**config.mk**
```make
export PLATFORM = sky130hd
export DESIGN_NAME = oob_link_init
export DESIGN_NICKNAME = d
export VERILOG_FILES = /design/src/rtl/oob_link_init_pkg.sv /design/src/rtl/oob_link_init_datapath.sv /design/src/rtl/oob_link_init_ctrl.sv /design/src/rtl/oob_link_init.sv
export SDC_FILE = /design/constraint.sdc
export NUM_CORES = 1
export LEC_CHECK = 0
export BUFFER_PORTS_ARGS = -buffer_cell sky130_fd_sc_hd__buf_4
export CELL_PAD_IN_SITES_DETAIL_PLACEMENT = 0
export CELL_PAD_IN_SITES_GLOBAL_PLACEMENT = 1
export CORE_ASPECT_RATIO = 1.25
export CORE_MARGIN = 1.5
export CORE_UTILIZATION = 43
export CTS_CLUSTER_SIZE = 25
export DETAILED_ROUTE_END_ITERATION = 16
export PLACE_DENSITY_LB_ADDON = 0.1
export SETUP_SLACK_MARGIN = 0.2
export SYNTH_ARGS = -nofsm -noshare
export SYNTH_HDL_FRONTEND = slang
export SYNTH_SLANG_ARGS = --single-unit
```
**constraint.sdc**
```tcl
create_clock -name clk -period 2.18 [get_ports clk]
set_input_delay 0.436 -clock clk [delete_from_list [all_inputs] [get_ports clk]]
set_output_delay 0.436 -clock clk [all_outputs]
set_load 0.05 [all_outputs]
```
**src/rtl/oob_link_init_pkg.sv**
```systemverilog
package oob_link_init_pkg;

  typedef enum logic [2:0] {
    ST_RST_KICK, ST_RST_SEND, ST_INIT_WAIT, ST_WAKE_KICK,
    ST_WAKE_SEND, ST_WAKE_WAIT, ST_QUIET_WAIT, ST_LINK_UP
  } seqStateT;

  typedef enum logic [1:0] {PH_IDLE, PH_BURST, PH_GAP} txPhaseT;

  typedef enum logic [1:0] {GAP_NONE, GAP_LONG, GAP_SHORT} gapClassT;

  // control -> datapath strobes
  typedef struct packed {
    logic txStart;   // begin a six-burst sequence
    logic txWake;    // sequence uses the short gap
    logic timerRun;  // timeout counter runs while high, clears while low
  } ctlStrobeT;

  // datapath -> control status
  typedef struct packed {
    logic txDone;
    logic initSeen;
    logic wakeSeen;
    logic lineQuiet;
    logic timeUp;
  } dpStatusT;

endpackage

```
**src/rtl/oob_link_init_datapath.sv**
```systemverilog
module oob_link_init_datapath
  import oob_link_init_pkg::*;
#(
  parameter int BURST_LEN    = 27,
  parameter int RESET_GAP    = 80,
  parameter int WAKE_GAP     = 27,
  parameter int GAP_TOL      = 3,
  parameter int NUM_BURSTS   = 6,
  parameter int INIT_TIMEOUT = 1200,
  parameter int QUIET_LEN    = 64
) (
  input  logic      clk,
  input  logic      rst_n,
  input  logic      rxSignal,
  input  ctlStrobeT ctl,
  output logic      txBurst,
  output dpStatusT  sts
);

  localparam int LEN_A   = (BURST_LEN > RESET_GAP) ? BURST_LEN : RESET_GAP;
  localparam int LEN_MAX = (LEN_A > WAKE_GAP) ? LEN_A : WAKE_GAP;
  localparam int CW      = $clog2(LEN_MAX + 1);
  localparam int IW      = $clog2(NUM_BURSTS);
  localparam int IDLE_A  = RESET_GAP + GAP_TOL;
  localparam int IDLE_MAX = ((IDLE_A > QUIET_LEN) ? IDLE_A : QUIET_LEN) + 1;
  localparam int DW      = $clog2(IDLE_MAX + 1);
  localparam int TW      = $clog2(INIT_TIMEOUT + 1);

  // ---------------- transmit burst generator ----------------
  txPhaseT       phase;
  logic [CW-1:0] phCnt;
  logic [IW-1:0] burstIdx;
  logic          wakeSel;
  logic          burstEnd, lastBurst;
  logic [CW-1:0] gapLast;

  assign gapLast   = wakeSel ? CW'(WAKE_GAP - 1) : CW'(RESET_GAP - 1);
  assign lastBurst = (burstIdx == IW'(NUM_BURSTS - 1));
  assign burstEnd  = (phase == PH_BURST) && (phCnt == CW'(BURST_LEN - 1));

  always_ff @(posedge clk) begin
    if (!rst_n) begin
      phase    <= PH_IDLE;
      phCnt    <= '0;
      burstIdx <= '0;
      wakeSel  <= 1'b0;
    end else begin
      unique case (phase)
        PH_IDLE: if (ctl.txStart) begin
          phase    <= PH_BURST;
          phCnt    <= '0;
          burstIdx <= '0;
          wakeSel  <= ctl.txWake;
        end
        PH_BURST: if (burstEnd) begin
          phCnt <= '0;
          phase <= lastBurst ? PH_IDLE : PH_GAP;
        end else begin
          phCnt <= phCnt + 1'b1;
        end
        PH_GAP: if (phCnt == gapLast) begin
          phCnt    <= '0;
          phase    <= PH_BURST;
          burstIdx <= burstIdx + 1'b1;
        end else begin
          phCnt <= phCnt + 1'b1;
        end
        default: phase <= PH_IDLE;
      endcase
    end
  end

  assign txBurst    = (phase == PH_BURST);
  assign sts.txDone = burstEnd && lastBurst;

  // ---------------- receive gap classifier ----------------
  logic          sigR, sigPrev;
  logic [DW-1:0] idleCnt;
  logic          rising;
  gapClassT      gapCls, curCls;
  logic [IW-1:0] matchCnt;
  logic          seenHit;

  function automatic logic inWin(input int cnt, input int nom);
    return (cnt + GAP_TOL >= nom) && (cnt <= nom + GAP_TOL);
  endfunction

  always_ff @(posedge clk) begin
    if (!rst_n) begin
      sigR    <= 1'b0;
      sigPrev <= 1'b0;
      idleCnt <= DW'(IDLE_MAX);
    end else begin
      sigR    <= rxSignal;
      sigPrev <= sigR;
      if (sigR)                        idleCnt <= '0;
      else if (idleCnt != DW'(IDLE_MAX)) idleCnt <= idleCnt + 1'b1;
    end
  end

  assign rising = sigR && !sigPrev;

  always_comb begin
    if (inWin(int'(idleCnt), RESET_GAP))     gapCls = GAP_LONG;
    else if (inWin(int'(idleCnt), WAKE_GAP)) gapCls = GAP_SHORT;
    else                                     gapCls = GAP_NONE;
  end

  assign seenHit = rising && (gapCls != GAP_NONE) && (gapCls == curCls) &&
                   (matchCnt == IW'(NUM_BURSTS - 2));

  always_ff @(posedge clk) begin
    if (!rst_n) begin
      matchCnt <= '0;
      curCls   <= GAP_NONE;
    end else if (rising) begin
      if (gapCls == GAP_NONE || seenHit) begin
        matchCnt <= '0;             // discard partial count, restart
        curCls   <= GAP_NONE;
      end else if (gapCls == curCls) begin
        matchCnt <= matchCnt + 1'b1;
      end else begin
        curCls   <= gapCls;
        matchCnt <= IW'(1);
      end
    end
  end

  assign sts.initSeen  = seenHit && (gapCls == GAP_LONG);
  assign sts.wakeSeen  = seenHit && (gapCls == GAP_SHORT);
  assign sts.lineQuiet = !sigR && (idleCnt >= DW'(QUIET_LEN));

  // ---------------- timeout counter ----------------
  logic [TW-1:0] timer;
  always_ff @(posedge clk) begin
    if (!rst_n || !ctl.timerRun) timer <= '0;
    else if (!sts.timeUp)        timer <= timer + 1'b1;
  end
  assign sts.timeUp = (timer == TW'(INIT_TIMEOUT));

  // a new sequence is only requested when the generator is free
  a_r1_start_when_idle: assert property (@(posedge clk) disable iff (!rst_n)
    ctl.txStart |-> (phase == PH_IDLE));

  // a recognised sequence always ends with a burst onset
  a_r3_seen_on_onset: assert property (@(posedge clk) disable iff (!rst_n)
    (sts.initSeen || sts.wakeSeen) |-> (sigR && !sigPrev));

endmodule

```
**src/rtl/oob_link_init_ctrl.sv**
```systemverilog
module oob_link_init_ctrl
  import oob_link_init_pkg::*;
(
  input  logic      clk,
  input  logic      rst_n,
  input  dpStatusT  sts,
  output ctlStrobeT ctl,
  output logic      linkUp
);

  seqStateT state, nextState;

  always_comb begin
    nextState = state;
    unique case (state)
      ST_RST_KICK:   nextState = ST_RST_SEND;
      ST_RST_SEND:   if (sts.txDone) nextState = ST_INIT_WAIT;
      ST_INIT_WAIT:  if (sts.initSeen)    nextState = ST_WAKE_KICK;
                     else if (sts.timeUp) nextState = ST_RST_KICK;
      ST_WAKE_KICK:  nextState = ST_WAKE_SEND;
      ST_WAKE_SEND:  if (sts.txDone) nextState = ST_WAKE_WAIT;
      ST_WAKE_WAIT:  if (sts.wakeSeen)    nextState = ST_QUIET_WAIT;
                     else if (sts.timeUp) nextState = ST_RST_KICK;
      ST_QUIET_WAIT: if (sts.lineQuiet) nextState = ST_LINK_UP;
      ST_LINK_UP:    nextState = ST_LINK_UP;
      default:       nextState = ST_RST_KICK;
    endcase
  end

  always_ff @(posedge clk) begin
    if (!rst_n) state <= ST_RST_KICK;
    else        state <= nextState;
  end

  assign ctl.txStart  = (state == ST_RST_KICK) || (state == ST_WAKE_KICK);
  assign ctl.txWake   = (state == ST_WAKE_KICK);
  assign ctl.timerRun = (state == ST_INIT_WAIT) || (state == ST_WAKE_WAIT);
  assign linkUp       = (state == ST_LINK_UP);

  // a recognised init request is answered with a wake sequence
  a_r2_init_answered: assert property (@(posedge clk) disable iff (!rst_n)
    (state == ST_INIT_WAIT && sts.initSeen) |=> (ctl.txStart && ctl.txWake));

  // timeout without an init request restarts the reset request
  a_r4_timeout_resend: assert property (@(posedge clk) disable iff (!rst_n)
    (state == ST_INIT_WAIT && sts.timeUp && !sts.initSeen) |=> (ctl.txStart && !ctl.txWake));

  // link comes up only from a quiet line
  a_r7_up_after_quiet: assert property (@(posedge clk) disable iff (!rst_n)
    $rose(linkUp) |-> $past(sts.lineQuiet));

  // link indication holds until reset
  a_r8_up_sticky: assert property (@(posedge clk) disable iff (!rst_n)
    linkUp |=> linkUp);

endmodule

```
**src/rtl/oob_link_init.sv**
```systemverilog
module oob_link_init
  import oob_link_init_pkg::*;
#(
  parameter int BURST_LEN    = 27,
  parameter int RESET_GAP    = 80,
  parameter int WAKE_GAP     = 27,
  parameter int GAP_TOL      = 3,
  parameter int NUM_BURSTS   = 6,
  parameter int INIT_TIMEOUT = 1200,
  parameter int QUIET_LEN    = 64
) (
  input  logic clk,
  input  logic rst_n,
  input  logic rxSignal,
  output logic txBurst,
  output logic linkUp
);

  ctlStrobeT ctl;
  dpStatusT  sts;

  oob_link_init_datapath #(
    .BURST_LEN(BURST_LEN), .RESET_GAP(RESET_GAP), .WAKE_GAP(WAKE_GAP),
    .GAP_TOL(GAP_TOL), .NUM_BURSTS(NUM_BURSTS),
    .INIT_TIMEOUT(INIT_TIMEOUT), .QUIET_LEN(QUIET_LEN)
  ) dp_i (
    .clk(clk), .rst_n(rst_n), .rxSignal(rxSignal),
    .ctl(ctl), .txBurst(txBurst), .sts(sts)
  );

  oob_link_init_ctrl ctrl_i (
    .clk(clk), .rst_n(rst_n), .sts(sts), .ctl(ctl), .linkUp(linkUp)
  );

endmodule

```
==> results.json, run 1 <==
{
  "status": "complete, no violations",
  "cts_buffers": 5,
  "drtIter0Drc": 49,
  "grt_pass1_wl_um": 9110,
  "finalCriticalPeriod_ps": 2080,
  "cts_tree": "built",
  "path_class": "reg -> reg",
  "synthArstFlopShare_pct": 0,
  "synth_top_area_share_pct": 32.8,
  "grt_max_degree": 19,
  "whs_path_depth": 2,
  "h-tree-depth": 2,
  "drive_gt1_share_pct": 20.7,
  "slew_headroom_pct": 74.4,
  "synth_ff_type": "dfxtp_1",
  "syn_nets": 321,
  "initial_core_util_pct": 45.3,
  "cap_violations": 0,
  "clk_latency_ps": 290,
  "dr.pass1.iters": 4,
  "cpMostUsedCell": "a2111oi_4",
  "antenna_cells": 0,
  "synth_cell_types": 59,
  "wire_per_inst_um": 13.5,
  "cp_slowest_stage_delay_ps": 380,
  "vias": 2107,
  "die_x_um": 71.2,
  "die_y_um": 88.2,
  "slowest_stage": "or3b_4",
  "drt_drc_violations_left": 0,
  "cp_num_buf_inv": 1,
  "final_max_slew_viol_count": 0,
  "synth_area_per_cell_sq_um": 8.30,
  "yosys_register_bits": 41,
  "finalNetCount": 342,
  "hold_end": "dp_i.sigR$_SDFF_PN0_",
  "syn_to_final_growth_pct": 18.9,
  "worstReg2RegEnd": "ctrl_i.state[0]$_SDFFE_PN0P_",
  "cp-start-kind": "register",
  "synth_warnings": 0,
  "cts-root-buf": "clkbuf_8",
  "r2r_start": "dp_i.idleCnt[0]$_SDFFE_PP0N_",
  "dp_hpwl_um": 3850,
  "worstRegToRegCells": 8,
  "finalSetupTns_ps": 0,
  "fin_skew_ps": 5.41,
  "hp-class": "in -> reg",
  "max-vdd-ir-drop_uv": 369,
  "max_freq_ghz": 0.481,
  "wl_um": 5230,
  "gp_congestion": 0.789,
  "synth_edf_count": 0,
  "p_leak_nw": 1.04,
  "final_cell_area_sq_um": 2970,
  "layout_common_cells": "nor2_1 (40), dfxtp_1 (37), nand2_1 (27)",
  "ios": 5,
  "seq_area_frac_synth_pct": 32.8,
  "hold_viol": 0,
  "worst_pin_slew_ps": 380,
  "place_area_sq_um": 2730,
  "track_usage_pct": 18.0,
  "fp-row-count": 30,
  "die-area_sq_um": 6280,
  "end_kind": "register",
  "cp_max_fo": 5,
  "setup_viol": 0,
  "min_from": "rxSignal",
  "hold_buffers": 0,
  "netlist_area_sq_um": 2500,
  "synth_area_leaders": "dfxtp_1 (33%), ha_1 (8.5%), nor2_1 (6.0%), xor2_1 (5.3%), nand2_1 (4.1%)",
  "required_ps": 2350,
  "power-per-cell-area_nw_per_um2": 825,
  "post-synth-top-area-cell": "dfxtp_1",
  "path_clk_slew_ps": 80,
  "r2r_slack_ps": 100,
  "cts.sinks": 41,
  "antenna_left": 0,
  "antenna_found_initial": 0,
  "synthCells": 301,
  "io_buffers": 4,
  "final_common_cell": "nor2_1",
  "grt_overflow": 0,
  "grt_pass1_vias": 2128,
  "cts_buffer_depth": 2,
  "cp_cell_sequence": "inv_4 > ha_4 > or3b_4 > a2111oi_4 > o31ai_4 > a2111oi_4 > o211a_1 > a31oi_1",
  "critical_path.top_delay_family": "compound AO/OA/AOI/OAI gates",
  "cp.arrival_ps": 2250,
  "period_share_pct": 95.5,
  "coreArea_sq_um": 5520,
  "rsz0062_at_grt": "yes",
  "post_drt_via_cell_ratio": 5.44
}
## metrics by stage
step / power, W / worst slack (ps) / std cells / util [%] / hold slack [ps]
after floorplan: 0.00156 / 34.8 / 301 / - / 449
after global placement: 0.00179 / 55.9 / 373 / 49.5 / 459
after detailed placement: 0.00178 / 25.4 / 373 / 49.5 / 464
after CTS: 0.00237 / 36.1 / 384 / 52.2 / 341
after global routing: 0.00265 / 32.9 / 387 / 53.8 / 342
final: 0.00245 / 99.1 / 387 / 53.8 / 349
## metal layers
layer / GRT usage [%] / routed length [um] / up-vias
li1: - / - / 1093
met1: 20.2 / 2340 / 986
met2: 32.9 / 2670 / 18
met3: 3.76 / 112 / 10
met4: 7.89 / 103 / 0
met5: 0 / 0 / -
## synth_stat cells (4+ instances only)
master     n
ha_1      17
xor2_1    15
a21oi_1   10
clkbuf_1   6
nand2_1   27
o21ai_0   11
nand3_1   16
o31ai_1    4
nor2_1    40
and3_1     4
and2_1     4
nor3_1     8
dfxtp_1   41
nor2b_1    6
xnor2_1    8
inv_1     19
nand4_1    5
nand2b_1   5
## repair_timing
item	4_1_cts	5_1_grt
gates resized for setup	8	15
pin swaps	5	8
endpoints found under the setup margin	10	15
buffers inserted	3	3
## report_power, final
group / switching (W) / internal, W / leakage, nW / total [W]
registers: 0.0000929 / 0.000820 / 0.335 / 0.000913
logic: 0.000544 / 0.000434 / 0.650 / 0.000978
clock network: 0.000272 / 0.000287 / 0.0542 / 0.000559
## worst max-delay path by stage
stage / startpoint / endpoint / depth (start not counted) / slack, ps
final: dp_i.idleCnt[0]$_SDFFE_PP0N_ / ctrl_i.state[0]$_SDFFE_PN0P_ / 8 / 100
after detailed placement: dp_i.idleCnt[0]$_SDFFE_PP0N_ / ctrl_i.state[0]$_SDFFE_PN0P_ / 8 / 30
after CTS: dp_i.idleCnt[1]$_SDFFE_PP0N_ / ctrl_i.state[0]$_SDFFE_PN0P_ / 8 / 40
after floorplan: dp_i.idleCnt[1]$_SDFFE_PP0N_ / ctrl_i.state[0]$_SDFFE_PN0P_ / 9 / 30
after global routing: dp_i.idleCnt[0]$_SDFFE_PP0N_ / dp_i.matchCnt[0]$_SDFFE_PN0P_ / 9 / 30
after global placement: dp_i.idleCnt[0]$_SDFFE_PP0N_ / ctrl_i.state[0]$_SDFFE_PN0P_ / 8 / 60
## cells by family after synthesis
family	Yosys count	share of synthesized area [%]
AOI/OAI and AO/OA	55	17.4
xor gates and xnor gates	23	8.06
adders and majority gates	17	8.51
buffers and inverters	29	4.81
DFF	41	32.8
muxes	2	0.851
and+or+nand+nor	134	27.5
## sequential cells by signal (all words and copies together), names as in the netlist
name           flops
dp_i.phase         2
dp_i.wakeSel       1
dp_i.timer        11
dp_i.phCnt         7
dp_i.curCls        2
ctrl_i.state       3
dp_i.matchCnt      3
dp_i.burstIdx      3
dp_i.sigR          1
dp_i.idleCnt       7
dp_i.sigPrev       1
## area by class of cell
cell class,count,area (sq um)
Fill cell,537,2550
Multi-Input combinational cell,231,1700
Sequential cell,41,831
Timing Repair Buffer,24,180
Clock buffer,7,96.3
Tap cell,64,80.1
Inverter,19,76.3
Clock inverter,1,5.00
Power figures use the tool's default switching activity.
==> run 2, diff against run 1 <==
- ABC_CLOCK_PERIOD_IN_PS: not set -> 2180
- CORE_MARGIN: 1.5 -> not set
- SETUP_SLACK_MARGIN: 0.2 -> not set
==> run 2 against run 1 <==
Effect of this change:
- maximum frequency shrank 2.4%
- power is 4.4% lower
- final area shrank 2.1%
- worst hold slack gained 4.5 ps
- combinational power down 5.6%
- via count up 0.38%
- first-iteration DRC count increased by 41%
- clock-buffer cell count unchanged
- clock skew about the same
- register-to-register slack worse by 50 ps
- largest cell class unchanged
- largest power group unchanged
==> results.json, run 2 (same netlist as run 1, synthesis figures left out) <==
{
  "final_common_cell": "nor2_1",
  "cts.sinks": 41,
  "clk_latency_ps": 290,
  "largest_register_ffs": 11,
  "path_clk_slew_ps": 80,
  "total_power_w": 0.00234,
  "antenna_cells": 0,
  "finalCriticalPeriod_ps": 2130,
  "grt_pass1_wl_um": 9450,
  "cts-root-buf": "clkbuf_8",
  "syn_to_final_growth_pct": 16.4,
  "worstReg2RegEnd": "dp_i.matchCnt[2]$_SDFFE_PN0P_",
  "hold_end": "dp_i.sigR$_SDFF_PN0_",
  "gp_congestion": 0.883,
  "reg_top3": "dp_i.timer x11, dp_i.idleCnt x7, dp_i.phCnt x7",
  "drive_gt1_share_pct": 17.5,
  "finalSetupTns_ps": 0,
  "min_from": "rxSignal",
  "rsz0062_at_grt": "yes",
  "period_share_pct": 97.8,
  "ios": 5,
  "worstRegToRegCells": 8,
  "end_kind": "register",
  "io_buffers": 4,
  "antenna_found_initial": 0,
  "drtIter0Drc": 69,
  "r2r_start": "dp_i.idleCnt[0]$_SDFFE_PP0N_",
  "cp_slowest_stage_delay_ps": 390,
  "post_drt_via_cell_ratio": 5.42,
  "hold_buffers": 0,
  "cap_violations": 0,
  "grt_pass1_vias": 2137,
  "slew_headroom_pct": 71.1,
  "coreArea_sq_um": 5520,
  "cts_buffers": 5,
  "die_y_um": 87.2,
  "required_ps": 2410,
  "worst_pin_slew_ps": 431,
  "max_freq_ghz": 0.469,
  "cts_buffer_depth": 2,
  "max-vdd-ir-drop_uv": 448,
  "cp.arrival_ps": 2360,
  "grt_max_degree": 19,
  "track_usage_pct": 19.4,
  "initial_core_util_pct": 45.3,
  "largest-register": "dp_i.timer",
  "p_leak_nw": 1.03,
  "fin_skew_ps": 5.56,
  "slowest_stage": "dfxtp_4",
  "cpMostUsedCell": "a2111oi_4",
  "setup_viol": 0,
  "power-per-cell-area_nw_per_um2": 806,
  "drt_drc_violations_left": 0,
  "fp-row-count": 30,
  "cp_num_buf_inv": 1,
  "wl_um": 5290,
  "grt_overflow": 0,
  "die-area_sq_um": 6120,
  "hp-class": "in -> reg",
  "antenna_left": 0,
  "layout_common_cells": "nor2_1 (40), dfxtp_1 (39), nand2_1 (27), buf_4 (27), inv_1 (17)",
  "cts_tree": "built",
  "cp_cell_sequence": "inv_4 > ha_4 > or3b_4 > a2111oi_4 > o31ai_4 > and2_4 > a2111oi_4 > a31o_1",
  "status": "complete, no violations",
  "h-tree-depth": 2,
  "final_max_slew_viol_count": 0,
  "whs_path_depth": 2,
  "hold_viol": 0,
  "cp-start-kind": "register",
  "finalNetCount": 345,
  "holdWs_ps": 353,
  "r2r_slack_ps": 50,
  "path_class": "reg -> reg",
  "dr.pass1.iters": 4,
  "vias": 2115,
  "die_x_um": 70.2,
  "critical_path.top_delay_family": "compound AO/OA/AOI/OAI gates",
  "dp_hpwl_um": 4010,
  "wire_per_inst_um": 13.6,
  "cp_max_fo": 6
}
[run 2: area by class of cell]
type / instances / area (sq um)
Clock buffer: 7 / 86.3
Clock inverter: 1 / 7.51
Fill cell: 556 / 2610
Inverter: 19 / 73.8
Multi-Input combinational cell: 231 / 1630
Sequential cell: 41 / 826
Tap cell: 64 / 80.1
Timing Repair Buffer: 27 / 203
[run 2: per-stage QoR]
stage          area [sq um]  setup slack (ps)  utilization, %  std cells
2_1_floorplan          2540              7.51               -        301
3_3_place_gp           2760              48.5            50.0        380
3_5_place_dp           2760              9.92            50.0        380
4_1_cts                2850              29.2            51.7        388
5_1_grt                2910             -53.9            52.7        390
6_report               2910              47.3            52.7        390
[run 2: worst max-delay path by stage]
stage,to,cells after the start,slack [ps],startpoint
global route,dp_i.matchCnt[2]$_SDFFE_PN0P_,8,-50,dp_i.idleCnt[0]$_SDFFE_PP0N_
finish,dp_i.matchCnt[2]$_SDFFE_PN0P_,8,50,dp_i.idleCnt[0]$_SDFFE_PP0N_
detailed placement,dp_i.matchCnt[2]$_SDFFE_PN0P_,8,10,dp_i.idleCnt[0]$_SDFFE_PP0N_
CTS,dp_i.matchCnt[2]$_SDFFE_PN0P_,8,30,dp_i.idleCnt[0]$_SDFFE_PP0N_
global placement,ctrl_i.state[0]$_SDFFE_PN0P_,8,50,dp_i.idleCnt[0]$_SDFFE_PP0N_
floorplan,dp_i.matchCnt[2]$_SDFFE_PN0P_,9,8,dp_i.idleCnt[1]$_SDFFE_PP0N_
[run 2: repair_timing]
action                                  CTS  global route
pin swaps                                 1             1
gates resized for setup                   0             6
endpoints found under the setup margin    2            13
setup buffers                             0             2
[run 2: layer usage]
metal  up-vias  wire length, um  GRT usage (%)  part of all wire, %
met5         -                0              0                    0
met4         0               80           7.09                  1.5
met3         8              133           3.59                  2.5
met2        34             2760           36.6                   52
met1       977             2320           21.5                   44
li1       1096                -              -                    -
[run 2: where the power goes]
| part | switching [W] | internal, W |
|---|---|---|
| sequential | 0.0000825 | 0.000819 |
| clock | 0.000260 | 0.000257 |
| combinational | 0.000531 | 0.000392 |
